<file path="config.mk">
export PLATFORM = sky130hd
export DESIGN_NAME = cap_ctrl
export DESIGN_NICKNAME = d
export VERILOG_FILES = /design/src/rtl/cap_pkg.sv /design/src/rtl/cap_btn_sync.sv /design/src/rtl/cap_split.sv /design/src/rtl/cap_ctrl.sv
export SDC_FILE = /design/constraint.sdc
export NUM_CORES = 1
export LEC_CHECK = 0
export BUFFER_PORTS_ARGS = -buffer_cell sky130_fd_sc_hd__buf_4
export CAP_MARGIN = 20
export CELL_PAD_IN_SITES_DETAIL_PLACEMENT = 0
export CELL_PAD_IN_SITES_GLOBAL_PLACEMENT = 1
export CORE_MARGIN = 5
export CORE_UTILIZATION = 47
export CTS_BUF_LIST = sky130_fd_sc_hd__clkbuf_4 sky130_fd_sc_hd__clkbuf_8
export CTS_CLUSTER_DIAMETER = 100
export DETAILED_ROUTE_END_ITERATION = 7
export PLACE_DENSITY_LB_ADDON = 0.15
export SYNTH_ARGS = -nofsm -noshare
export SYNTH_HDL_FRONTEND = slang
export SYNTH_HIERARCHICAL = 1
export SYNTH_SLANG_ARGS = --single-unit
</file>
<file path="constraint.sdc">
create_clock -name clk -period 8.65 [get_ports clk]
set_clock_uncertainty 0.2 [all_clocks]
set_input_delay 1.2975 -clock clk [delete_from_list [all_inputs] [get_ports clk]]
set_output_delay 1.2975 -clock clk [all_outputs]
set_load 0.03 [all_outputs]
</file>
<file path="src/rtl/cap_pkg.sv">
package cap_pkg;
    typedef enum logic [1:0] {
        PH_IDLE  = 2'd0,
        PH_ARMED = 2'd1,
        PH_TRIG  = 2'd2
    } phase_t;
endpackage

</file>
<file path="src/rtl/cap_btn_sync.sv">
// Button conditioner: synchronizer chain followed by a rising-edge detector.
module cap_btn_sync #(
    parameter int STAGES = 2
) (
    input  logic clk,
    input  logic rst_n,
    input  logic btn_raw,
    output logic btn_rise
);
    logic [STAGES-1:0] tap_q;
    logic              prev_q;

    always_ff @(posedge clk) begin
        if (!rst_n) begin
            tap_q  <= '0;
            prev_q <= 1'b0;
        end else begin
            tap_q  <= {tap_q[STAGES-2:0], btn_raw};
            prev_q <= tap_q[STAGES-1];
        end
    end

    assign btn_rise = tap_q[STAGES-1] & ~prev_q;
endmodule

</file>
<file path="src/rtl/cap_split.sv">
// Splits the ring into post-trigger and pre-trigger shares from a percentage.
module cap_split #(
    parameter int ADDR_W = 6,
    parameter int PCT_W  = 7
) (
    input  logic [PCT_W-1:0]  pct,
    output logic [ADDR_W-1:0] post_n,
    output logic [ADDR_W-1:0] pre_n
);
    localparam int PW = ADDR_W + PCT_W + 1;
    localparam logic [PW-1:0]    HUNDRED = PW'(100);
    localparam logic [PCT_W-1:0] PMAX    = PCT_W'(99);
    localparam logic [ADDR_W:0]  DEPTH_V = (ADDR_W+1)'(1) << ADDR_W;

    logic [PCT_W-1:0]  p_clamped;
    logic [PW-1:0]     prod;
    logic [PW-1:0]     quot;
    logic [ADDR_W:0]   pre_w;

    always_comb begin
        if (pct == '0)       p_clamped = PCT_W'(1);
        else if (pct > PMAX) p_clamped = PMAX;
        else                 p_clamped = pct;
        prod   = PW'(p_clamped) << ADDR_W;
        quot   = prod / HUNDRED;
        post_n = (quot == '0) ? ADDR_W'(1) : quot[ADDR_W-1:0];
        pre_w  = DEPTH_V - {1'b0, post_n};
        pre_n  = pre_w[ADDR_W-1:0];
    end
endmodule

</file>
<file path="src/rtl/cap_ctrl.sv">
module cap_ctrl
    import cap_pkg::*;
#(
    parameter int ADDR_W = 6,
    parameter int PCT_W  = 7
) (
    input  logic              clk,
    input  logic              rst_n,
    input  logic              start_req,
    input  logic              trig_in,
    input  logic              btn_in,
    input  logic              sample_vld,
    input  logic [PCT_W-1:0]  post_pct,
    input  logic              pulse_every,
    output logic              wr_en,
    output logic [ADDR_W-1:0] wr_addr,
    output logic              st_idle,
    output logic              st_armed,
    output logic              st_trig,
    output logic              trig_pulse,
    output logic              done,
    output logic [ADDR_W-1:0] trig_addr,
    output logic              wrapped
);
    typedef struct packed {
        phase_t            ph;
        logic [ADDR_W-1:0] wptr;
        logic [ADDR_W-1:0] pre_fill;
        logic [ADDR_W-1:0] pre_lim;
        logic [ADDR_W-1:0] post_cnt;
        logic [ADDR_W-1:0] post_tgt;
        logic [ADDR_W-1:0] tr_addr;
        logic              ovr;
        logic [ADDR_W-1:0] rec_addr;
        logic              rec_ovr;
        logic              done;
        logic              tpulse;
    } cap_state_t;

    cap_state_t        st_q, st_d;
    logic              btn_rise;
    logic [ADDR_W-1:0] split_post, split_pre;
    logic              wr_go;
    logic [ADDR_W-1:0] cnt_inc;

    cap_btn_sync #(.STAGES(2)) u_btn (
        .clk     (clk),
        .rst_n   (rst_n),
        .btn_raw (btn_in),
        .btn_rise(btn_rise)
    );

    cap_split #(.ADDR_W(ADDR_W), .PCT_W(PCT_W)) u_split (
        .pct   (post_pct),
        .post_n(split_post),
        .pre_n (split_pre)
    );

    always_comb begin
        st_d        = st_q;
        st_d.done   = 1'b0;
        st_d.tpulse = 1'b0;
        wr_go       = sample_vld && (st_q.ph != PH_IDLE);
        cnt_inc     = st_q.post_cnt + 1'b1;
        if (wr_go) st_d.wptr = st_q.wptr + 1'b1;

        unique case (st_q.ph)
            PH_IDLE: begin
                if (start_req || btn_rise) begin
                    st_d.ph       = PH_ARMED;
                    st_d.wptr     = '0;
                    st_d.pre_fill = '0;
                    st_d.post_cnt = '0;
                    st_d.ovr      = 1'b0;
                    st_d.post_tgt = split_post;
                    st_d.pre_lim  = split_pre;
                end
            end
            PH_ARMED: begin
                if (trig_in || btn_rise) begin
                    st_d.tpulse   = 1'b1;
                    st_d.tr_addr  = st_q.wptr;
                    st_d.post_cnt = sample_vld ? ADDR_W'(1) : '0;
                    if (sample_vld && st_q.post_tgt == ADDR_W'(1)) begin
                        st_d.ph       = PH_IDLE;
                        st_d.done     = 1'b1;
                        st_d.rec_addr = st_q.wptr;
                        st_d.rec_ovr  = st_q.ovr;
                    end else begin
                        st_d.ph = PH_TRIG;
                    end
                end else if (sample_vld) begin
                    if (st_q.pre_fill == st_q.pre_lim) st_d.ovr = 1'b1;
                    else                               st_d.pre_fill = st_q.pre_fill + 1'b1;
                end
            end
            PH_TRIG: begin
                if (trig_in && pulse_every) st_d.tpulse = 1'b1;
                if (btn_rise || (sample_vld && cnt_inc == st_q.post_tgt)) begin
                    st_d.ph       = PH_IDLE;
                    st_d.done     = 1'b1;
                    st_d.rec_addr = st_q.tr_addr;
                    st_d.rec_ovr  = st_q.ovr;
                end else if (sample_vld) begin
                    st_d.post_cnt = cnt_inc;
                end
            end
            default: st_d.ph = PH_IDLE;
        endcase
    end

    always_ff @(posedge clk) begin
        if (!rst_n) st_q <= '0;
        else        st_q <= st_d;
    end

    assign wr_en      = wr_go;
    assign wr_addr    = st_q.wptr;
    assign st_idle    = (st_q.ph == PH_IDLE);
    assign st_armed   = (st_q.ph == PH_ARMED);
    assign st_trig    = (st_q.ph == PH_TRIG);
    assign trig_pulse = st_q.tpulse;
    assign done       = st_q.done;
    assign trig_addr  = st_q.rec_addr;
    assign wrapped    = st_q.rec_ovr;
endmodule

</file>
# After elaboration in Yosys (flattened, before gate mapping)
# Cells that the tools add are included.
[op_classes]
bitwise_logic = 2
order_cmp = 1
addsub = 4
reduce_logical = 21
n_mux = 29
eq_ne = 15
div_mod_pow = 1
[op_table]
columns = ["operator", "count"]
rows = [
  ["6-bit 2-to-1 mux", 9],
  ["32-bit 2-to-1 mux", 1],
  ["6-bit by 1-bit adder with 6-bit output, second input constant", 3],
  ["6-bit case mux with 3 select lines", 1],
  ["9-bit case mux with 2 select lines", 1],
  ["8-bit 2-to-1 mux", 2],
  ["5-bit AND reduction", 3],
  ["13-bit by 7-bit divider with 14-bit output, second input constant", 1],
  ["14-bit logical NOT", 1],
  ["7-bit 2-to-1 mux", 2],
  ["6-bit == test", 2],
  ["6-bit case mux with 2 select lines", 1],
  ["2-bit by 1-bit inequality test with 1-bit output, second input constant", 5],
  ["2-bit inequality test, second input constant", 5],
  ["9-bit 2-to-1 mux", 1],
  ["7-bit greater-than comparator, second input constant", 1],
  ["7-bit logical NOT", 1],
  ["6-bit by 1-bit == test with 1-bit output, second input constant", 1],
  ["1-bit 2-to-1 mux", 6],
  ["2-bit 2-to-1 mux", 3],
  ["2-bit case mux with 3 select lines", 1],
  ["2-bit nonzero test", 3],
  ["1-bit by 6-bit subtractor with 6-bit output, first input constant", 1],
  ["1-bit logical AND", 4],
  ["other kinds (11)", 14],
]
[word_totals]
out_inout_bits = 19
register_bits = 51
wordCells = 87
in_bits = 14

# Longest topological paths before layout
[logic_depth]
ltp_word = 9
mapped_depth = 33

# Cells and area by module
# The synthesis kept the hierarchy.
[modules_own_cells]
columns = ["mod", "seq_area_each_um2", "area_each_um2", "n_inst", "cells_each"]
rows = [
  ["cap_ctrl", 960.9, 2452.4, 1, 274],
  ["cap_split", 0.0, 1310.0, 1, 184],
  ["cap_btn_sync", 60.1, 92.6, 1, 7],
]

# Worst setup path before layout
# OpenSTA, ideal clock, no wires.
[synth_path]
kind = "input-to-reg"
start = "input post_pct[5]"
end = "register st_q[32] (netlist bit)"
t_required_ns = 8.374
stages = 32
arrival_time_ns = 6.954
path_slack_ns = 1.420
path_buffers = 4
cell_sequence = "clkbuf_1 buf_2 nor3_1 a211oi_4 inv_2 ha_1 a21o_1 or4b_1 buf_2 and2_1 buf_2 xnor2_1 ha_1 inv_1 nand3_1 o31ai_4 or4_4 nand3_2 nand2_1 inv_1 ha_1 nand4_1 nand2_1 a2111oi_4 nand2_1 o31ai_1 nor2_1 ha_1 nand2_1 xor2_1 nand2_1 a21boi_0"
[synth_via]
elab_chain_len = 7
[synth_lines]
columns = ["item", "line_no", "source"]
rows = [
  ["start, declared", "cap_ctrl.sv:13", "input logic [PCT_W-1:0] post_pct,"],
  ["7-bit greater-than comparator", "cap_split.sv:22", "else if (pct > PMAX) p_clamped = PMAX;"],
  ["7-bit 2-to-1 mux", "cap_split.sv:22", ""],
  ["7-bit 2-to-1 mux *", "cap_split.sv:21", "if (pct == '0) p_clamped = PCT_W'(1);"],
  ["13-bit by 7-bit divider with 14-bit output *", "cap_split.sv:25", "quot = prod / HUNDRED;"],
  ["14-bit logical NOT", "cap_split.sv:26", "post_n = (quot == '0) ? ADDR_W'(1) : quot[ADDR_W-1:0];"],
  ["6-bit 2-to-1 mux *", "cap_split.sv:26", ""],
  ["net split_post[4]", "cap_ctrl.sv:42", "logic [ADDR_W-1:0] split_post, split_pre;"],
  ["1-bit by 6-bit subtractor with 6-bit output *", "cap_split.sv:27", "pre_w = DEPTH_V - {1'b0, post_n};"],
  ["net split_pre[4]", "cap_ctrl.sv:42", ""],
  ["end signal, assigned", "cap_ctrl.sv:114", "else st_q <= st_d;"],
  ["end, declared", "cap_ctrl.sv:40", "cap_state_t st_q, st_d;"],
]
# Mark *: on every way through the listed nets, which the timed path passes. The rest lies on a longest branch.
# A chain may end at the register's enable or synchronous reset.

# Worst setup path in the final report
[layout_path]
start = "input post_pct[2]"
end = "register st_q[32] (netlist bit)"
# The elaborated chain is that of the path after synthesis.

==> impl_metrics.csv <==
group,metric,value,unit
clocking,ctsHtreeMaxLevel,2,
status,status,"completed",
run,drv_cap,0,
power_and_ir_drop,intPower,447.8,uW
clocking,cts_resized,0,
clocking,insertion_delay,310,ps
sta,max-slew-margin-rel,31.04,%
logic_synthesis,synth_top_area_share,26.48,%
power_and_ir_drop,clock_power_share,17.8,%
sta,fin_crit,7640,ps
logic_synthesis,synthesis.nets,491,
grt,grt_first_pass_wirelength,14590,microns
power_and_ir_drop,p_switching,322.7,uW
clocking,cts.sinks,51,
place,placed_area,4008,sq um
power_and_ir_drop,power_frac_seq,34.5,%
setup_path,cpMostUsedCell,"nand2_1",
sta,post-route-period-util,88.32,%
route,drtIter0Drc,173,
route,ant_nets,0,
finish,area_growth,6.264,%
route,wire_per_inst,15.33,microns
floorplan,die_h,100.6,microns
grt,antenna_found_initial,0,
power_and_ir_drop,irDropWorstVdd,100.5,uV
finish,layout-drive-gt1-share,15.74,%
route,drcViolationCount,0,
setup_path,path_class,"primary input to flip-flop",
power_and_ir_drop,power.density,188.1,nW/um^2
grt,grt_max_degree,38,
power_and_ir_drop,total_power,770.5,uW
finish,final_area,4096,sq um
logic_synthesis,ys_types,83,
finish,antenna-diode-count,0,
finish,nets,495,
floorplan,die_area,10110,sq um
setup_path,arrival,7670,ps
finish,nFillCells,812,
setup_path,cp_max_fo,11,
route,routed_wl,8812,microns
worst_hold_path,hold_class,"flip-flop to flip-flop",
sta,report.final.slew_viol_count,0,
route,vias_per_cell,5.685,
logic_synthesis,seq_area_frac_synth,26.48,%
place,io_buffer_count,32,
floorplan,pin_count,33,
power_and_ir_drop,combPwrFrac,47.7,%
clocking,cts_buffer_depth,2,
logic_synthesis,ys_ff_latch,51,
sta,worst_slew_pin_slew,1027,ps
sta,setup_viol,0,
power_and_ir_drop,leakage,0.001584,uW
floorplan,rows,33,
logic_synthesis,yosysWarningCount,6,
setup_path,slowest_stage,"or4b_1",
floorplan,start_util,47.63,%
power_and_ir_drop,swShare,41.89,%
clocking,clkTransAtPathRegs,100,ps
logic_synthesis,syn_inst,465,
floorplan,coreArea,8093,sq um
route,via_count,3269,
clocking,cts_made_buffers,5,
place,gp_congestion,0.8100,
setup_path,critical-path-max-stage-delay,590,ps
setup_path,critPathLaunchType,"primary input",
clocking,post_cts_buffers,0,
logic_synthesis,synth_top_area_cell,"dfxtp_1",
logic_synthesis,synth_top_flop_cell,"dfxtp_1",
clocking,cts_tree,"done",
place,dp_hpwl,6453,microns
logic_synthesis,synth_area_per_cell,8.290,sq um
setup_path,worstPathRequired,8680,ps
route,dr.pass1.iters,5,
grt,grt_pass1_vias,2997,
sta,setup-tns-final,0,ps
floorplan,die_x,100.6,microns
logic_synthesis,yosys-top-cells-count,"55 x nand2_1, 51 x dfxtp_1, 28 x nor2_1",
sta,rsz0062_at_grt,"false",
logic_synthesis,ys_top_cells_by_area,"dfxtp_1 26%, nand2_1 5.4%, xor2_1 4.1%",
logic_synthesis,syn-cell-area,3855,sq um
setup_path,end_kind,"flip-flop",
logic_synthesis,synth_edf_count,0,
logic_synthesis,yosysMostFrequentCell,"nand2_1",
sta,fmax,0.1309,GHz
logic_synthesis,postSynth.asyncResetShare,0,%
clocking,cts_hold_buf,0,
sta,finalHoldViolCount,0,
sta,whs,253.5,ps
clocking,cts-root-buf,"clkbuf_8",
grt,track_usage,17.44,%
grt,grt.overflow.total,0,
==> cell type report <==
type / instances / area (sq um) / share of cell area (%)
Sequential cell: 51 / 1021 / 24.92
Clock inverter: 3 / 20.02 / 0.4887
Multi-Input combinational cell: 360 / 2541 / 62.03
Inverter: 19 / 73.82 / 1.802
Clock buffer: 5 / 68.82 / 1.680
Timing Repair Buffer: 32 / 240.2 / 5.864
Tap cell: 105 / 131.4 / 3.207
==> path summary, 6_finish.rpt <==
kind | startpoint | end | slack (ps) | cells past startpoint
setup / recovery | post_pct[2] | st_q[32] | 1010 | 29
hold / removal | u_btn/tap_q[0] | u_btn/tap_q[1] | 250 | 1
setup reg to reg | st_q[22] | trig_addr[0] | 6030 | 7
hold reg to reg | u_btn/tap_q[0] | u_btn/tap_q[1] | 250 | 1
==> power by group through the flow <==
stage / logic [uW] / registers [uW] / clock network (uW)
final: 367 / 266 / 137
after global routing: 407 / 269 / 151
after CTS: 366 / 266 / 143
after detailed placement: 364 / 272 / 0
after global placement: 362 / 271 / 0
after floorplan: 303 / 267 / 0
==> stage by stage <==
stage	utilization (%)	cells	setup WS [ps]
detailed placement	49.52	567	721.1
global route	50.62	575	218.3
global placement	49.52	567	971.8
CTS	50.62	575	1019
finish	50.62	575	1010
floorplan	-	465	1420
==> layout by cell type, fill, tap and decap left out, drive strengths merged, types with 3 or more instances in the layout <==
cell type,n
nand2,56
dfxtp,51
buf,32
nor2,30
a21oi,26
inv,19
xor2,18
o21ai,18
xnor2,15
a21boi,14
nand3,14
nor2b,13
mux2i,12
ha,12
a22o,9
nand4,9
or3,7
a32o,7
and2,7
o22ai,7
or2,7
o21a,6
and3,6
nor3,6
o211ai,6
nand2b,5
clkbuf,5
a31oi,4
a211oi,4
nor3b,4
a21o,3
or4,3
o31ai,3
==> registers in the layout, summed over array words and instances (netlist names) <==
signal / flops
done: 1
st_q: 33
trig_addr: 6
trig_pulse: 1
u_btn/prev_q: 1
u_btn/tap_q: 2
wr_addr: 6
wrapped: 1
==> worst max-delay path, delay by kind of cell <==
kind | cells | cell delay, ps
compound gates | 7 | 1880
simple gates | 12 | 2370
xor+xnor | 2 | 590
buf+inv | 4 | 480
fa+ha+maj | 4 | 1050
==> layer usage <==
layer,track usage (%),up-vias,wire (microns)
met5,0,-,0
met2,26.15,53,3884
met4,2.902,0,29
li1,-,1671,-
met1,26.76,1540,4594
met3,2.491,5,304
==> cells by family (layout without fill, tap and decap cells) <==
| kind of cell | count (synthesis) | in the layout | share of synthesized area, % |
|---|---|---|---|
| AOI/OAI and AO/OA | 129 | 129 | 27.07 |
| xor gates and xnor gates | 33 | 33 | 7.692 |
| muxes | 12 | 12 | 3.116 |
| DFF | 51 | 51 | 26.48 |
| buffers and inverters | 54 | 59 | 7.595 |
| and+or+nand+nor | 174 | 174 | 24.15 |
| adders and majority gates | 12 | 12 | 3.895 |
Note: power is estimated with default switching activity, not from simulation.
